**src/rtl/pio_pkg.sv**
```systemverilog
// Shared constants and types of the peripheral I/O sequencer.
// Assumes a 16-bit peripheral bus made of two byte lanes.
package pio_pkg;
    localparam int DATA_W = 16;
    localparam int BYTE_W = 8;

    typedef enum logic [2:0] {
        OP_READ  = 3'd0,
        OP_WRITE = 3'd1,
        OP_SET   = 3'd2,
        OP_CLR   = 3'd3,
        OP_TSTZ  = 3'd4,
        OP_TSTNZ = 3'd5
    } pio_op_e;

    typedef enum logic [2:0] {
        S_IDLE = 3'd0,
        S_DEC  = 3'd1,
        S_RD   = 3'd2,
        S_WR   = 3'd3,
        S_FIN  = 3'd4
    } pio_state_e;
endpackage

```
**src/rtl/pio_decode.sv**
```systemverilog
// Address decoder: flags whether an address falls inside any device window.
// Assumes windows given as packed base/length arrays, window 0 in the low bits.
module pio_decode #(
    parameter int ADDR_W = 18,
    parameter int N_WIN  = 4,
    parameter logic [N_WIN*ADDR_W-1:0] WIN_BASE = '0,
    parameter logic [N_WIN*ADDR_W-1:0] WIN_LEN  = '0
) (
    input  logic [ADDR_W-1:0] addr,
    output logic              hit
);
    logic [N_WIN-1:0] in_win;

    // one half-open range compare per window, one bit wider to avoid wrap
    for (genvar g = 0; g < N_WIN; g++) begin : g_win
        localparam logic [ADDR_W:0] LO = {1'b0, WIN_BASE[g*ADDR_W +: ADDR_W]};
        localparam logic [ADDR_W:0] HI = LO + {1'b0, WIN_LEN[g*ADDR_W +: ADDR_W]};
        assign in_win[g] = ({1'b0, addr} >= LO) && ({1'b0, addr} < HI);
    end

    assign hit = |in_win;
endmodule

```
**src/rtl/pio_alu.sv**
```systemverilog
// Byte extraction, bit set/clear merge and test evaluation for one read word.
// Assumes byte forms select the high lane when the address bit 0 is set.
module pio_alu
    import pio_pkg::*;
(
    input  logic [DATA_W-1:0] rd_word,
    input  logic              sel_hi,
    input  logic              byte_m,
    input  logic              clr_m,
    input  logic [DATA_W-1:0] acc,
    output logic [DATA_W-1:0] rd_val,
    output logic [DATA_W-1:0] wr_val,
    output logic              and_zero
);
    logic [DATA_W-1:0] acc_m;

    // operand view and extracted data, both narrowed to a byte in byte form
    always_comb begin
        acc_m  = byte_m ? {{(DATA_W-BYTE_W){1'b0}}, acc[BYTE_W-1:0]} : acc;
        rd_val = rd_word;
        if (byte_m)
            rd_val = {{(DATA_W-BYTE_W){1'b0}},
                      sel_hi ? rd_word[DATA_W-1:BYTE_W] : rd_word[BYTE_W-1:0]};
    end

    // modified value for the write-back and the AND test
    always_comb begin
        wr_val   = clr_m ? (rd_val & ~acc_m) : (rd_val | acc_m);
        and_zero = ((acc_m & rd_val) == '0);
    end
endmodule

```
**src/rtl/pio_sequencer.sv**
```systemverilog
// Peripheral I/O instruction sequencer: turns one host I/O request into
// decode, optional bus read, optional bus write and a completion pulse.
// Assumes a bus slave that answers each held request with a one-cycle ack.
module pio_sequencer
    import pio_pkg::*;
#(
    parameter int ADDR_W = 18,
    parameter int CTL_W  = 4,
    parameter int N_WIN  = 4,
    parameter logic [N_WIN*ADDR_W-1:0] WIN_BASE =
        {18'h08300, 18'h0C200, 18'h0C100, 18'h04000},
    parameter logic [N_WIN*ADDR_W-1:0] WIN_LEN =
        {18'h00010, 18'h00020, 18'h00040, 18'h00040},
    parameter logic [(1<<CTL_W)-1:0] ADP_PRESENT = 16'h000A,
    parameter logic [CTL_W-1:0] ALT_CTL_A = 4'd3,
    parameter logic [CTL_W-1:0] ALT_CTL_B = 4'd1,
    localparam int N_CTL = 1 << CTL_W,
    localparam int FW_W  = ADDR_W + 5
) (
    input  logic              clk,
    input  logic              rst_n,
    input  logic              start,
    input  logic [2:0]        op_code,
    input  logic              byte_op,
    input  logic              alt_mode,
    input  logic              user_mode,
    input  logic [ADDR_W-1:0] addr_in,
    input  logic [DATA_W-1:0] operand,
    output logic              done,
    output logic              skip,
    output logic [DATA_W-1:0] rdata,
    output logic              fault,
    output logic [FW_W-1:0]   fault_word,
    output logic [N_CTL-1:0]  adp_tmo,
    output logic [N_CTL-1:0]  adp_nxd,
    output logic              bus_req,
    output logic              bus_we,
    output logic              bus_byte,
    output logic [ADDR_W-1:0] bus_addr,
    output logic [DATA_W-1:0] bus_wdata,
    input  logic              bus_ack,
    input  logic [DATA_W-1:0] bus_rdata
);
    pio_state_e        state;
    logic              r_need_rd, r_need_wr, r_test, r_tst_nz, r_clr, r_byte, r_user;
    logic [ADDR_W-1:0] r_addr;
    logic [DATA_W-1:0] r_acc, wr_q;
    pio_op_e           eff_op;
    logic [ADDR_W-1:0] eff_addr, rd_addr, first_addr;
    logic [CTL_W-1:0]  miss_ctl;
    logic              hit, and_zero;
    logic [DATA_W-1:0] rd_val, wr_val;

    // alternate-mode remap of opcode and forced controller number
    always_comb begin
        eff_addr = addr_in;
        case (op_code)
            3'd1:    eff_op = OP_WRITE;
            3'd2:    eff_op = OP_SET;
            3'd3:    eff_op = OP_CLR;
            3'd4:    eff_op = OP_TSTZ;
            3'd5:    eff_op = OP_TSTNZ;
            default: eff_op = OP_READ;
        endcase
        if (alt_mode) begin
            case (op_code)
                3'd2: begin eff_op = OP_WRITE; eff_addr[ADDR_W-1 -: CTL_W] = ALT_CTL_A; end
                3'd3: begin eff_op = OP_WRITE; eff_addr[ADDR_W-1 -: CTL_W] = ALT_CTL_B; end
                3'd4: begin eff_op = OP_READ;  eff_addr[ADDR_W-1 -: CTL_W] = ALT_CTL_A; end
                3'd5: begin eff_op = OP_READ;  eff_addr[ADDR_W-1 -: CTL_W] = ALT_CTL_B; end
                default: ;
            endcase
        end
    end

    // addresses of the read cycle and of the first cycle of the instruction
    always_comb begin
        rd_addr    = r_byte ? {r_addr[ADDR_W-1:1], 1'b0} : r_addr;
        first_addr = r_need_rd ? rd_addr : r_addr;
        miss_ctl   = first_addr[ADDR_W-1 -: CTL_W];
    end

    pio_decode #(
        .ADDR_W(ADDR_W), .N_WIN(N_WIN), .WIN_BASE(WIN_BASE), .WIN_LEN(WIN_LEN)
    ) u_decode (
        .addr(first_addr),
        .hit (hit)
    );

    pio_alu u_alu (
        .rd_word (bus_rdata),
        .sel_hi  (r_addr[0]),
        .byte_m  (r_byte),
        .clr_m   (r_clr),
        .acc     (r_acc),
        .rd_val  (rd_val),
        .wr_val  (wr_val),
        .and_zero(and_zero)
    );

    // instruction sequencing, result and sticky flag registers
    always_ff @(posedge clk) begin
        if (!rst_n) begin
            state      <= S_IDLE;
            r_need_rd  <= 1'b0;
            r_need_wr  <= 1'b0;
            r_test     <= 1'b0;
            r_tst_nz   <= 1'b0;
            r_clr      <= 1'b0;
            r_byte     <= 1'b0;
            r_user     <= 1'b0;
            r_addr     <= '0;
            r_acc      <= '0;
            wr_q       <= '0;
            skip       <= 1'b0;
            rdata      <= '0;
            fault      <= 1'b0;
            fault_word <= '0;
            adp_tmo    <= '0;
            adp_nxd    <= '0;
        end else begin
            case (state)
                S_IDLE: if (start) begin
                    r_need_rd <= (eff_op != OP_WRITE);
                    r_need_wr <= (eff_op == OP_WRITE) || (eff_op == OP_SET) || (eff_op == OP_CLR);
                    r_test    <= (eff_op == OP_TSTZ) || (eff_op == OP_TSTNZ);
                    r_tst_nz  <= (eff_op == OP_TSTNZ);
                    r_clr     <= (eff_op == OP_CLR);
                    r_byte    <= byte_op;
                    r_user    <= user_mode;
                    r_addr    <= eff_addr;
                    r_acc     <= operand;
                    wr_q      <= byte_op ? {{(DATA_W-BYTE_W){1'b0}}, operand[BYTE_W-1:0]} : operand;
                    skip      <= 1'b0;
                    rdata     <= '0;
                    fault     <= 1'b0;
                    state     <= S_DEC;
                end
                S_DEC: begin
                    if (!hit) begin
                        fault      <= 1'b1;
                        fault_word <= {3'b111, (!r_need_rd && r_byte), r_user, first_addr};
                        if (ADP_PRESENT[miss_ctl]) begin
                            adp_tmo[miss_ctl] <= 1'b1;
                            adp_nxd[miss_ctl] <= 1'b1;
                        end
                        state <= S_FIN;
                    end else begin
                        state <= r_need_rd ? S_RD : S_WR;
                    end
                end
                S_RD: if (bus_ack) begin
                    rdata <= rd_val;
                    skip  <= r_test && (r_tst_nz ? !and_zero : and_zero);
                    if (r_need_wr) wr_q <= wr_val;
                    state <= r_need_wr ? S_WR : S_FIN;
                end
                S_WR: if (bus_ack) state <= S_FIN;
                default: state <= S_IDLE;
            endcase
        end
    end

    // bus master outputs decoded from the sequencing state
    always_comb begin
        done      = (state == S_FIN);
        bus_req   = (state == S_RD) || (state == S_WR);
        bus_we    = (state == S_WR);
        bus_byte  = (state == S_WR) && r_byte;
        bus_addr  = (state == S_RD) ? rd_addr : r_addr;
        bus_wdata = (state == S_WR) ? wr_q : '0;
    end

    // a pending request stays put until acknowledged
    p_req_hold_r12: assert property (@(posedge clk) disable iff (!rst_n)
        (bus_req && !bus_ack) |=> (bus_req && $stable(bus_addr) && $stable(bus_we)));

    // completion is a single-cycle pulse
    p_done_pulse_r12: assert property (@(posedge clk) disable iff (!rst_n)
        done |=> !done);

    // a read issued for a byte form is always at an even address
    p_byte_rd_even_r3: assert property (@(posedge clk) disable iff (!rst_n)
        (bus_req && !bus_we && r_byte) |-> !bus_addr[0]);

    // byte-mode writes never carry data in the upper lane
    p_byte_wr_low_r4: assert property (@(posedge clk) disable iff (!rst_n)
        (bus_req && bus_byte) |-> (bus_wdata[DATA_W-1:BYTE_W] == '0));

    // a decode miss is followed by no bus cycle
    p_miss_no_bus_r8: assert property (@(posedge clk) disable iff (!rst_n)
        ((state == S_DEC) && !hit) |=> (!bus_req && fault));

    // the miss flags are only ever raised for fitted controllers
    p_flags_fitted_r9: assert property (@(posedge clk) disable iff (!rst_n)
        ((adp_tmo & ~ADP_PRESENT) == '0) && (adp_tmo == adp_nxd));
endmodule

```
**config.mk**
```make
export PLATFORM = sky130hd
export DESIGN_NAME = pio_sequencer
export DESIGN_NICKNAME = d
export VERILOG_FILES = /design/src/rtl/pio_pkg.sv /design/src/rtl/pio_decode.sv /design/src/rtl/pio_alu.sv /design/src/rtl/pio_sequencer.sv
export SDC_FILE = /design/constraint.sdc
export NUM_CORES = 1
export LEC_CHECK = 0
export BUFFER_PORTS_ARGS = -buffer_cell sky130_fd_sc_hd__buf_2
export CAP_MARGIN = 30
export CORE_UTILIZATION = 56
export CTS_CLUSTER_DIAMETER = 200
export CTS_CLUSTER_SIZE = 10
export DETAILED_ROUTE_END_ITERATION = 12
export GPL_TIMING_DRIVEN = 0
export PLACE_DENSITY = 0.85
export SYNTH_ARGS = -nofsm -noshare
export SYNTH_HDL_FRONTEND = slang
export SYNTH_SLANG_ARGS = --single-unit
```
**constraint.sdc**
```tcl
create_clock -name clk -period 2.8 [get_ports clk]
set_input_delay 0.28 -clock clk [delete_from_list [all_inputs] [get_ports clk]]
set_output_delay 0.28 -clock clk [all_outputs]
set_load 0.005 [all_outputs]
```
==> results_dict.tcl <==
set metrics [dict create \
    status "complete, no violations" \
    synth_ff_type "dfxtp_1" \
    postSynth.asyncResetShare 0 \
    report.final.slew_viol_count 0 \
    sw_frac_of_total 0.249 \
    postCtsSetupBuffers 0 \
    power_frac_clock 0.482 \
    drc 0 \
    setup_viol 0 \
    antenna_found_initial 1 \
    overflow 0 \
    track_usage 0.327 \
    cts_buffers 17 \
    syn_area_um2 5890 \
    fp.dieArea_um2 10900 \
    path_class "reg2out" \
    peakVddDrop_v 0.000368 \
    grt_pass1_vias 5796 \
    netlist.area_leader.share 0.449 \
    synth_nets 756 \
    start_util 0.573 \
    placed_cell_area_um2 6900 \
    comb_power_share 0.116 \
    synth_cell_types 50 \
    period_needed_ns 2.66 \
    cp-end-kind "output pin" \
    drt_iter0_drc 371 \
    cp_max_fo 10 \
    die_y_um 105 \
    cts_resized 0 \
    tritoncts "built" \
    maxCapViolCount 0 \
    pre_cts_slack_ns 0.424 \
    leakagePower_nw 3.46 \
    drive_gt1_frac 0.264 \
    rows 37 \
    ant_nets 0 \
    die_w_um 105 \
    fin_area_um2 7560 \
    pin_count 171 \
    cellPowerDensity_nw_per_um2 672 \
    ys_ff_latch 132 \
    port_buffers 168 \
    wl_per_cell_um 17.5 \
    clock_skew_ns 0.00804 \
    vias 5963 \
    cts_hold_buf 0 \
    cp-start-kind "register" \
    synth_top_area_cell "dfxtp_1" \
    cts_buffer_depth 2 \
    arrival_ns 2.38 \
    yosysSeqAreaShare 0.449 \
    final_nets 943 \
    cts_root_buf "clkbuf_8" \
    synth_area_leaders "dfxtp_1, nand2_1, mux2i_1, a21boi_0, o21ai_0" \
    setup_ws_ns 0.136 \
    internal_power_mw 3.81 \
    grt_start_max_net_pins 17 \
    core_area_um2 10300 \
    p_sw_mw 1.27 \
    required_ns 2.52 \
    fmax_mhz 375 \
    drtPass1Iterations 5 \
    hold_viol 0 \
    rsz0062_at_grt "no" \
    min_period_over_period 0.951 \
    yosys_warnings 0 \
    area_growth_pct 28.3 \
    cts_max_level 4 \
    cts_sinks 132 \
    min_path_type "in2reg" \
    finalSetupTns_ns 0 \
    via_per_inst 5.78 \
    maxSlewHeadroom 0.375 \
    hpwl_um 12900 \
    synth_cells 696 \
    clkTransAtPathRegs_ns 0.06 \
    grt_pass1_wl_um 28200 \
    synth.avg_cell_area_um2 8.47 \
    synth_enable_flop_cells 0 \
    place_congestion 0.954 \
    insertion_delay_ns 0.53 \
    power_frac_seq 0.402 \
    wl_um 18000 \
    fill_cells 789 \
    worst_pin_slew_ns 0.935 \
]
[per-layer routing]
layer / part of all wire / vias to the layer above / track usage
met5: 0 / - / 0
met4: 0.034 / 0 / 0.174
met3: 0.084 / 46 / 0.0780
met2: 0.49 / 327 / 0.555
met1: 0.39 / 2828 / 0.381
li1: - / 2762 / -
[cell type report]
class                      count  area [um2]  area share
antenna                        1        2.50    0.000331
multi-input combinational    483        2840       0.375
clock buffer                  20         455      0.0602
inverter                      13        48.8     0.00645
buffer                        68         363      0.0480
clock inverter                11         199      0.0263
timing repair buffer         168         841       0.111
sequential                   132        2640       0.350
tap                          136         170      0.0225
[synthesized netlist by cell type, drive strengths merged (11+ instances only)]
cell and n:
clkbuf 36, inv 13, nor3 11, mux2i 32, nor2b 18, a21oi 16
o21a 19, a22oi 21, and3 20, o21ai 39, nand2 165, dfxtp 132
buf 32, nand4 11, a21boi 42, nor2 18
[registers in the layout, indices dropped and copies added (netlist names), 3 cells and up, named ones only]
| name | cells |
|---|---|
| rdata | 16 |
| adp_nxd | 16 |
| r_acc | 16 |
| wr_q | 16 |
| r_addr | 18 |
| fault_word | 21 |
| adp_tmo | 16 |
| state | 3 |
[per-stage QoR]
step                       util  power, mW  instances  hold slack [ns]
after floorplan               -       2.43        696            0.425
after global placement    0.672       2.62       1000            0.436
after detailed placement  0.672       2.65       1000            0.446
after CTS                 0.735       5.06       1031          0.00540
after global routing      0.736       5.23       1032          0.00916
final                     0.736       5.08       1032          0.00555
[cells in the final DEF (no fill, tap or decap), types with 10 or more instances in the layout]
cell type,netlist,layout
a22oi_1,21,21
mux2i_1,32,32
inv_1,13,13
nor3_1,10,10
o21a_1,19,19
nor2_1,17,17
buf_2,5,173
nand2_1,164,164
dfxtp_1,132,132
clkbuf_1,36,36
nor2b_1,18,18
nand4_1,11,11
clkbuf_16,0,16
a21oi_1,16,16
and3_1,20,20
o21ai_0,35,35
a21boi_0,42,42
buf_4,23,23
[worst max-delay path, stage by stage, from the launching register on]
cell      delay, ns
dfxtp_1        0.41
buf_4          0.20
nor3b_1        0.77
a21boi_0       0.28
buf_2          0.19
[kinds of logic after synthesis]
kind of cell              count (synthesis)  share of synthesized area
buffers and inverters                    81                     0.0699
DFF                                     132                      0.449
and+or+nand+nor                         281                      0.224
AOI/OAI and AO/OA                       167                      0.197
xor gates and xnor gates                  1                    0.00149
muxes                                    34                     0.0595
[power groups by stage]
| stage | logic [mW] | registers [mW] | clock network (mW) |
|---|---|---|---|
| 3_3_place_gp | 0.553 | 2.07 | 0 |
| 2_1_floorplan | 0.367 | 2.06 | 0 |
| 4_1_cts | 0.580 | 2.04 | 2.45 |
| 5_1_grt | 0.640 | 2.05 | 2.54 |
| 3_5_place_dp | 0.572 | 2.08 | 0 |
| 6_report | 0.590 | 2.04 | 2.45 |
[path summary, 6_finish.rpt]
check | startpoint | end | slack [ns] | cells after the start
hold reg to reg | fault_word[0] | fault_word[0] | 0.45 | 2
setup / recovery | state[1] | bus_addr[0] | 0.14 | 4
setup reg to reg | state[1] | wr_q[15] | 0.34 | 6
hold / removal | addr_in[2] | r_addr[2] | 0.006 | 3
Note: power is estimated with default switching activity, not from simulation.
